===== config.mk =====
export PLATFORM = sky130hd
export DESIGN_NAME = bcd_alu
export DESIGN_NICKNAME = d
export VERILOG_FILES = /design/src/rtl/bcd_alu_pkg.sv /design/src/rtl/bcd_alu_ctrl.sv /design/src/rtl/bcd_alu_dpath.sv /design/src/rtl/bcd_alu.sv
export SDC_FILE = /design/constraint.sdc
export NUM_CORES = 1
export LEC_CHECK = 0
export BUFFER_PORTS_ARGS = -buffer_cell sky130_fd_sc_hd__buf_4
export CORE_MARGIN = 2
export CORE_UTILIZATION = 45
export DETAILED_ROUTE_END_ITERATION = 7
export PLACE_DENSITY = 0.81
export SYNTH_ARGS = -nofsm -noshare
export SYNTH_HDL_FRONTEND = slang
export SYNTH_HIERARCHICAL = 1
export SYNTH_SLANG_ARGS = --single-unit

===== constraint.sdc =====
create_clock -name clk -period 8.03 [get_ports clk]
set_clock_uncertainty 0.1 [all_clocks]
set_input_delay 0.4015 -clock clk [delete_from_list [all_inputs] [get_ports clk]]
set_output_delay 0.4015 -clock clk [all_outputs]
set_load 0.02 [all_outputs]

===== src/rtl/bcd_alu_pkg.sv =====
package bcd_alu_pkg;
  typedef enum logic [1:0] {
    OP_ADD  = 2'b00,
    OP_SUB  = 2'b01,
    OP_CMP  = 2'b10,
    OP_CMPA = 2'b11
  } aluOp_t;

  typedef struct packed {
    logic invOperand;
    logic forceCarry;
    logic decimalAdd;
    logic wide;
    logic writeAcc;
    logic updV;
    logic errRaise;
  } aluStrobes_t;
endpackage


===== src/rtl/bcd_alu_ctrl.sv =====
module bcd_alu_ctrl
  import bcd_alu_pkg::*;
(
  input  logic [1:0]  op,
  input  logic        decimal,
  input  logic        wide,
  output aluStrobes_t strobes
);
  logic isCmp;
  logic isSub;

  assign isCmp = op[1];
  assign isSub = (op == OP_SUB);

  always_comb begin
    strobes            = '0;
    strobes.invOperand = isCmp | isSub;
    strobes.forceCarry = isCmp;
    strobes.decimalAdd = decimal & (op == OP_ADD);
    strobes.wide       = wide;
    strobes.writeAcc   = ~isCmp;
    strobes.updV       = ~isCmp;
    strobes.errRaise   = decimal & isSub;
  end
endmodule


===== src/rtl/bcd_alu_dpath.sv =====
module bcd_alu_dpath
  import bcd_alu_pkg::*;
#(
  parameter int WORD_W = 16
)(
  input  logic [WORD_W-1:0] acc,
  input  logic [WORD_W-1:0] opnd,
  input  logic              carryIn,
  input  aluStrobes_t       strobes,
  output logic [WORD_W-1:0] nextResult,
  output logic              nextN,
  output logic              nextV,
  output logic              nextZ,
  output logic              nextC
);
  localparam int NIB  = WORD_W / 4;
  localparam int HALF = WORD_W / 2;

  logic [WORD_W-1:0] addend;
  logic              carryEff;
  logic [WORD_W:0]   fullSum;
  logic [HALF:0]     lowSum;
  logic [NIB:0]      digitCarry;
  logic [WORD_W-1:0] decWord;
  logic [WORD_W-1:0] sumWord;
  logic [WORD_W-1:0] mergeWord;
  logic [WORD_W-1:0] ovVec;

  assign addend   = strobes.invOperand ? ~opnd : opnd;
  assign carryEff = strobes.forceCarry ? 1'b1 : carryIn;

  assign fullSum = {1'b0, acc} + {1'b0, addend} + {{WORD_W{1'b0}}, carryEff};
  assign lowSum  = {1'b0, acc[HALF-1:0]} + {1'b0, addend[HALF-1:0]}
                 + {{HALF{1'b0}}, carryEff};

  // Decimal digit chain, least significant digit first.
  assign digitCarry[0] = carryEff;
  for (genvar i = 0; i < NIB; i++) begin : g_digit
    logic [4:0] rawSum;
    logic       overTen;
    assign rawSum  = {1'b0, acc[4*i +: 4]} + {1'b0, opnd[4*i +: 4]}
                   + {4'b0000, digitCarry[i]};
    assign overTen = (rawSum >= 5'd10);
    assign decWord[4*i +: 4] = overTen ? (rawSum[3:0] + 4'd6) : rawSum[3:0];
    assign digitCarry[i+1]   = overTen;
  end

  assign sumWord   = strobes.decimalAdd ? decWord : fullSum[WORD_W-1:0];
  assign mergeWord = strobes.wide ? sumWord : {acc[WORD_W-1:HALF], sumWord[HALF-1:0]};
  assign ovVec     = (sumWord ^ acc) & (sumWord ^ addend);

  always_comb begin
    if (strobes.decimalAdd)
      nextC = strobes.wide ? digitCarry[NIB] : digitCarry[NIB/2];
    else
      nextC = strobes.wide ? fullSum[WORD_W] : lowSum[HALF];
    nextN      = strobes.wide ? sumWord[WORD_W-1] : sumWord[HALF-1];
    nextV      = strobes.wide ? ovVec[WORD_W-1] : ovVec[HALF-1];
    nextZ      = strobes.wide ? ~|sumWord : ~|sumWord[HALF-1:0];
    nextResult = strobes.writeAcc ? mergeWord : acc;
  end
endmodule


===== src/rtl/bcd_alu.sv =====
module bcd_alu
  import bcd_alu_pkg::*;
#(
  parameter int WORD_W = 16
)(
  input  logic              clk,
  input  logic              rst_n,
  input  logic              inValid,
  input  logic [1:0]        op,
  input  logic              decimal,
  input  logic              wide,
  input  logic [WORD_W-1:0] acc,
  input  logic [WORD_W-1:0] opnd,
  input  logic              carryIn,
  output logic              outValid,
  output logic [WORD_W-1:0] result,
  output logic              flagN,
  output logic              flagV,
  output logic              flagZ,
  output logic              flagC,
  output logic              errFlag
);
  localparam int HALF = WORD_W / 2;
  localparam int NIB  = WORD_W / 4;

  aluStrobes_t       strobes;
  logic [WORD_W-1:0] nextResult;
  logic              nextN, nextV, nextZ, nextC;

  bcd_alu_ctrl u_ctrl (
    .op      (op),
    .decimal (decimal),
    .wide    (wide),
    .strobes (strobes)
  );

  bcd_alu_dpath #(.WORD_W(WORD_W)) u_dpath (
    .acc        (acc),
    .opnd       (opnd),
    .carryIn    (carryIn),
    .strobes    (strobes),
    .nextResult (nextResult),
    .nextN      (nextN),
    .nextV      (nextV),
    .nextZ      (nextZ),
    .nextC      (nextC)
  );

  always_ff @(posedge clk) begin
    if (!rst_n) begin
      outValid <= 1'b0;
      result   <= '0;
      flagN    <= 1'b0;
      flagV    <= 1'b0;
      flagZ    <= 1'b0;
      flagC    <= 1'b0;
      errFlag  <= 1'b0;
    end else begin
      outValid <= inValid;
      if (inValid) begin
        result  <= nextResult;
        flagN   <= nextN;
        flagZ   <= nextZ;
        flagC   <= nextC;
        errFlag <= strobes.errRaise;
        if (strobes.updV) flagV <= nextV;
      end
    end
  end

  function automatic logic digitsOk(input logic [WORD_W-1:0] x, input logic w);
    logic ok;
    ok = 1'b1;
    for (int i = 0; i < NIB; i++)
      if ((w || i < NIB/2) && x[4*i +: 4] > 4'd9) ok = 1'b0;
    return ok;
  endfunction

  // outputs hold without a capture
  p_hold_r10: assert property (@(posedge clk) disable iff (!rst_n)
    !inValid |=> $stable(result) && $stable(flagC) && $stable(flagN)
                 && $stable(flagZ) && $stable(flagV) && !outValid);

  p_valid_r10: assert property (@(posedge clk) disable iff (!rst_n)
    inValid |=> outValid);

  // compare leaves accumulator and overflow untouched
  p_cmp_keep_r8: assert property (@(posedge clk) disable iff (!rst_n)
    inValid && op[1] |=> (result == $past(acc)) && $stable(flagV));

  // byte width keeps the high byte
  p_high_keep_r3: assert property (@(posedge clk) disable iff (!rst_n)
    inValid && !wide |=> result[WORD_W-1:HALF] == $past(acc[WORD_W-1:HALF]));

  // error only for decimal subtract
  p_err_r9: assert property (@(posedge clk) disable iff (!rst_n)
    inValid |=> errFlag == $past(decimal && op == 2'b01));

  // zero and sign follow the width result
  p_zero_r6: assert property (@(posedge clk) disable iff (!rst_n)
    inValid && !op[1] |=>
      flagZ == ($past(wide) ? (result == '0) : (result[HALF-1:0] == '0)));

  p_sign_r6: assert property (@(posedge clk) disable iff (!rst_n)
    inValid && !op[1] |=>
      flagN == ($past(wide) ? result[WORD_W-1] : result[HALF-1]));

  // valid digits in give valid digits out
  p_bcd_digits_r7: assert property (@(posedge clk) disable iff (!rst_n)
    inValid && decimal && op == 2'b00 && digitsOk(acc, 1'b1) && digitsOk(opnd, 1'b1)
      |=> digitsOk(result, $past(wide)));
endmodule


==> impl_metrics.csv <==
group,metric,value,unit
worst_setup_path,arrival,7.84,ns
sta,layout_min_cycle_time,7.73,ns
floorplan,fp-row-count,31,
synth,yosys_register_bits,22,
place,io_buffer_count,61,
status,status,"complete, no violations",
clock_network,cts_root_buf,"clkbuf_8",
synth,synth_mux_area_frac,0.142,
routing,drc,0,
floorplan,start_util,0.456,
floorplan,fp.dieH,89.1,um
global_route,grt_pass1_wl,13.7,mm
worst_setup_path,critPathMaxFanout,3,
clock_network,clock_latency,0.27,ns
worst_setup_path,cpPeakStageDelay,0.59,ns
global_route,grt_use_total,0.213,
synth,synth_area_leaders,"dfxtp_1 14%, ha_1 12%, mux2i_1 11%",
pwr,p_leak,1.93,nW
sta,slew_viol_final,0,
global_route,grt_max_degree,28,
floorplan,die_x,89.1,um
synth,yosysMostFrequentCell,"nor2_1",
synth,yosysSeqAreaShare,0.135,
routing,drt_iter0_drc,196,
clock_network,holdBufCountCts,0,
synth,synth_nets,480,
clock_network,path_clk_slew,0.10,ns
worst_setup_path,cp_slowest_cell,"fa_2",
global_route,antenna_found_initial,0,
sta,hold_violations,0,
worst_setup_path,crit_type,"in2reg",
worst_setup_path,worstPathRequired,8.14,ns
synth,netlist_area,3260,um^2
pwr,p_per_area,162,nW/um^2
synth,yosys_warnings,6,
worst_setup_path,critPathTopFamily,"adder cells",
synth,netlist_instances,399,
pwr,ir_drop,0.0000877,V
sta,tns,0,ns
synth,yosysTopAreaCellShare,0.135,
final_layout,syn_to_final_growth,27.8,%
synth,yosys.area_share.simple,0.191,
clock_network,cts_made_buffers,3,
floorplan,die_area,7930,um^2
sta,slew_headroom,0.348,
clock_network,cts_sinks,22,
routing,routed_wl,8.61,mm
final_layout,nets,557,
synth,synthAdderAreaFrac,0.181,
synth,yosysTopAreaCell,"dfxtp_1",
sta,setup_violations,0,
place,dp_hpwl,6.62,mm
routing,drt-pass1-iter-count,4,
clock_network,max-clock-path-buffers,2,
synth,synth-compound-area-share,0.197,
final_layout,n_antenna_cell,0,
place,gp_congestion,0.875,
synth,ys.flop_type,"dfxtp_1",
worst_setup_path,cp.buffers_inverters,6,
clock_network,cts_tree,"built",
worst_setup_path,cpMostUsedCell,"fa_2",
routing,wl_per_cell,15.0,um
floorplan,coreArea,7140,um^2
final_layout,stdcell_area,4160,um^2
place,dpl_cell_area,3920,um^2
final_layout,drive_above_1_share,0.301,
routing,ant_nets,0,
synth,synth-xor-area-share,0.0915,
sta,fmax,129,MHz
sta,tightest_slew,0.978,ns
worst_hold_path,hp-class,"reg2reg",
job,cap_violations,0,
synth,syn_area_per_cell,8.16,um^2
synth,synth_common_cells,"38 x nor2_1, 35 x mux2i_1, 31 x ha_1",
synth,async_reset_ff_frac,0,
global_route,grt_pass1_vias,3016,
sta,timing.final.crit_share,0.962,
worst_setup_path,critPathCaptureType,"register",
routing,vias_per_cell,5.50,
synth,synth_top_family_by_area,"compound AO/OA/AOI/OAI gates",
global_route,gr-total-overflow,0,
worst_setup_path,start_kind,"input pin",
floorplan,io_pins,62,
clock_network,cts_max_level,1,
synth,ys_types,60,
synth,synth_edf_count,0,
routing,vias,3158,
## kinds of logic after synthesis
logic type,Yosys count
simple gates,121
compound gates,96
mux,45
fa+ha+maj,41
buf+inv,40
xor+xnor,34
flops,22
## placed cells by master (no fill, tap or decap), drive strengths merged, types with 6 or more instances in the layout
master / netlist / final
xor2: 25 / 25
nor2b: 25 / 25
ha: 31 / 31
xnor2: 9 / 9
nor2: 38 / 38
dfxtp: 22 / 22
buf: 9 / 89
mux2i: 35 / 35
a21o: 9 / 9
mux2: 10 / 10
inv: 23 / 23
nand3: 9 / 9
a21oi: 25 / 25
nand2: 20 / 20
o21ai: 22 / 22
a211oi: 6 / 6
fa: 10 / 10
## where the power goes
| part | internal (mW) | switching [mW] |
|---|---|---|
| Combinational | 0.229 | 0.235 |
| Sequential | 0.119 | 0.00532 |
| Clock | 0.0438 | 0.0421 |
| Total | 0.391 | 0.282 |
## per-layer routing
| layer | vias to the layer above | track usage | wire [um] |
|---|---|---|---|
| li1 | 1567 | - | - |
| met1 | 1511 | 0.298 | 4020 |
| met2 | 74 | 0.360 | 4080 |
| met3 | 6 | 0.0259 | 440 |
| met4 | 0 | 0.0339 | 60 |
| met5 | - | 0 | 0 |
## final cells by class
cell class | instances | area [um^2]
Clock buffer | 4 | 55.1
Fill cell | 665 | 2980
Inverter | 23 | 86.3
Multi-Input combinational cell | 337 | 2790
Sequential cell | 22 | 440
Tap cell | 99 | 124
Timing Repair Buffer | 89 | 668
## sequential cells by signal, summed over array words and instances (netlist names)
name,count
flagZ,1
result,16
flagN,1
flagV,1
outValid,1
errFlag,1
flagC,1
## timing repair
item	4_1_cts	5_1_grt
buffers inserted	0	9
pin swaps	0	25
setup endpoints to repair	2	7
resized for setup	1	27
## worst paths after layout
kind | slack [ns] | to | depth (start not counted) | start
worst min-delay path | 0.37 | flagV$_SDFFE_PN0P_ | 2 | flagV$_SDFFE_PN0P_
worst min register to register | 0.37 | flagV$_SDFFE_PN0P_ | 2 | flagV$_SDFFE_PN0P_
worst max-delay path | 0.30 | flagZ$_SDFFE_PN0P_ | 38 | acc[0]
worst max register to register | 7.31 | result[7]$_SDFFE_PN0P_ | 2 | result[7]$_SDFFE_PN0P_
## per-stage QoR
step,power [mW],cells,utilization,hold slack (ns),worst slack (ns)
after global routing,0.725,574,0.583,0.413,-0.0468
after floorplan,0.411,399,-,0.430,0.0235
final,0.674,574,0.583,0.373,0.304
after CTS,0.626,565,0.558,0.377,0.0161
after detailed placement,0.536,561,0.549,0.352,-0.332
after global placement,0.525,561,0.549,0.348,0.0424
## worst min-delay path: stages, from the launching register on
cell     delay, ns
dfxtp_1       0.32
nand2_1       0.05
mux2i_1       0.06
No activity file was read; power rests on OpenSTA's default activity.
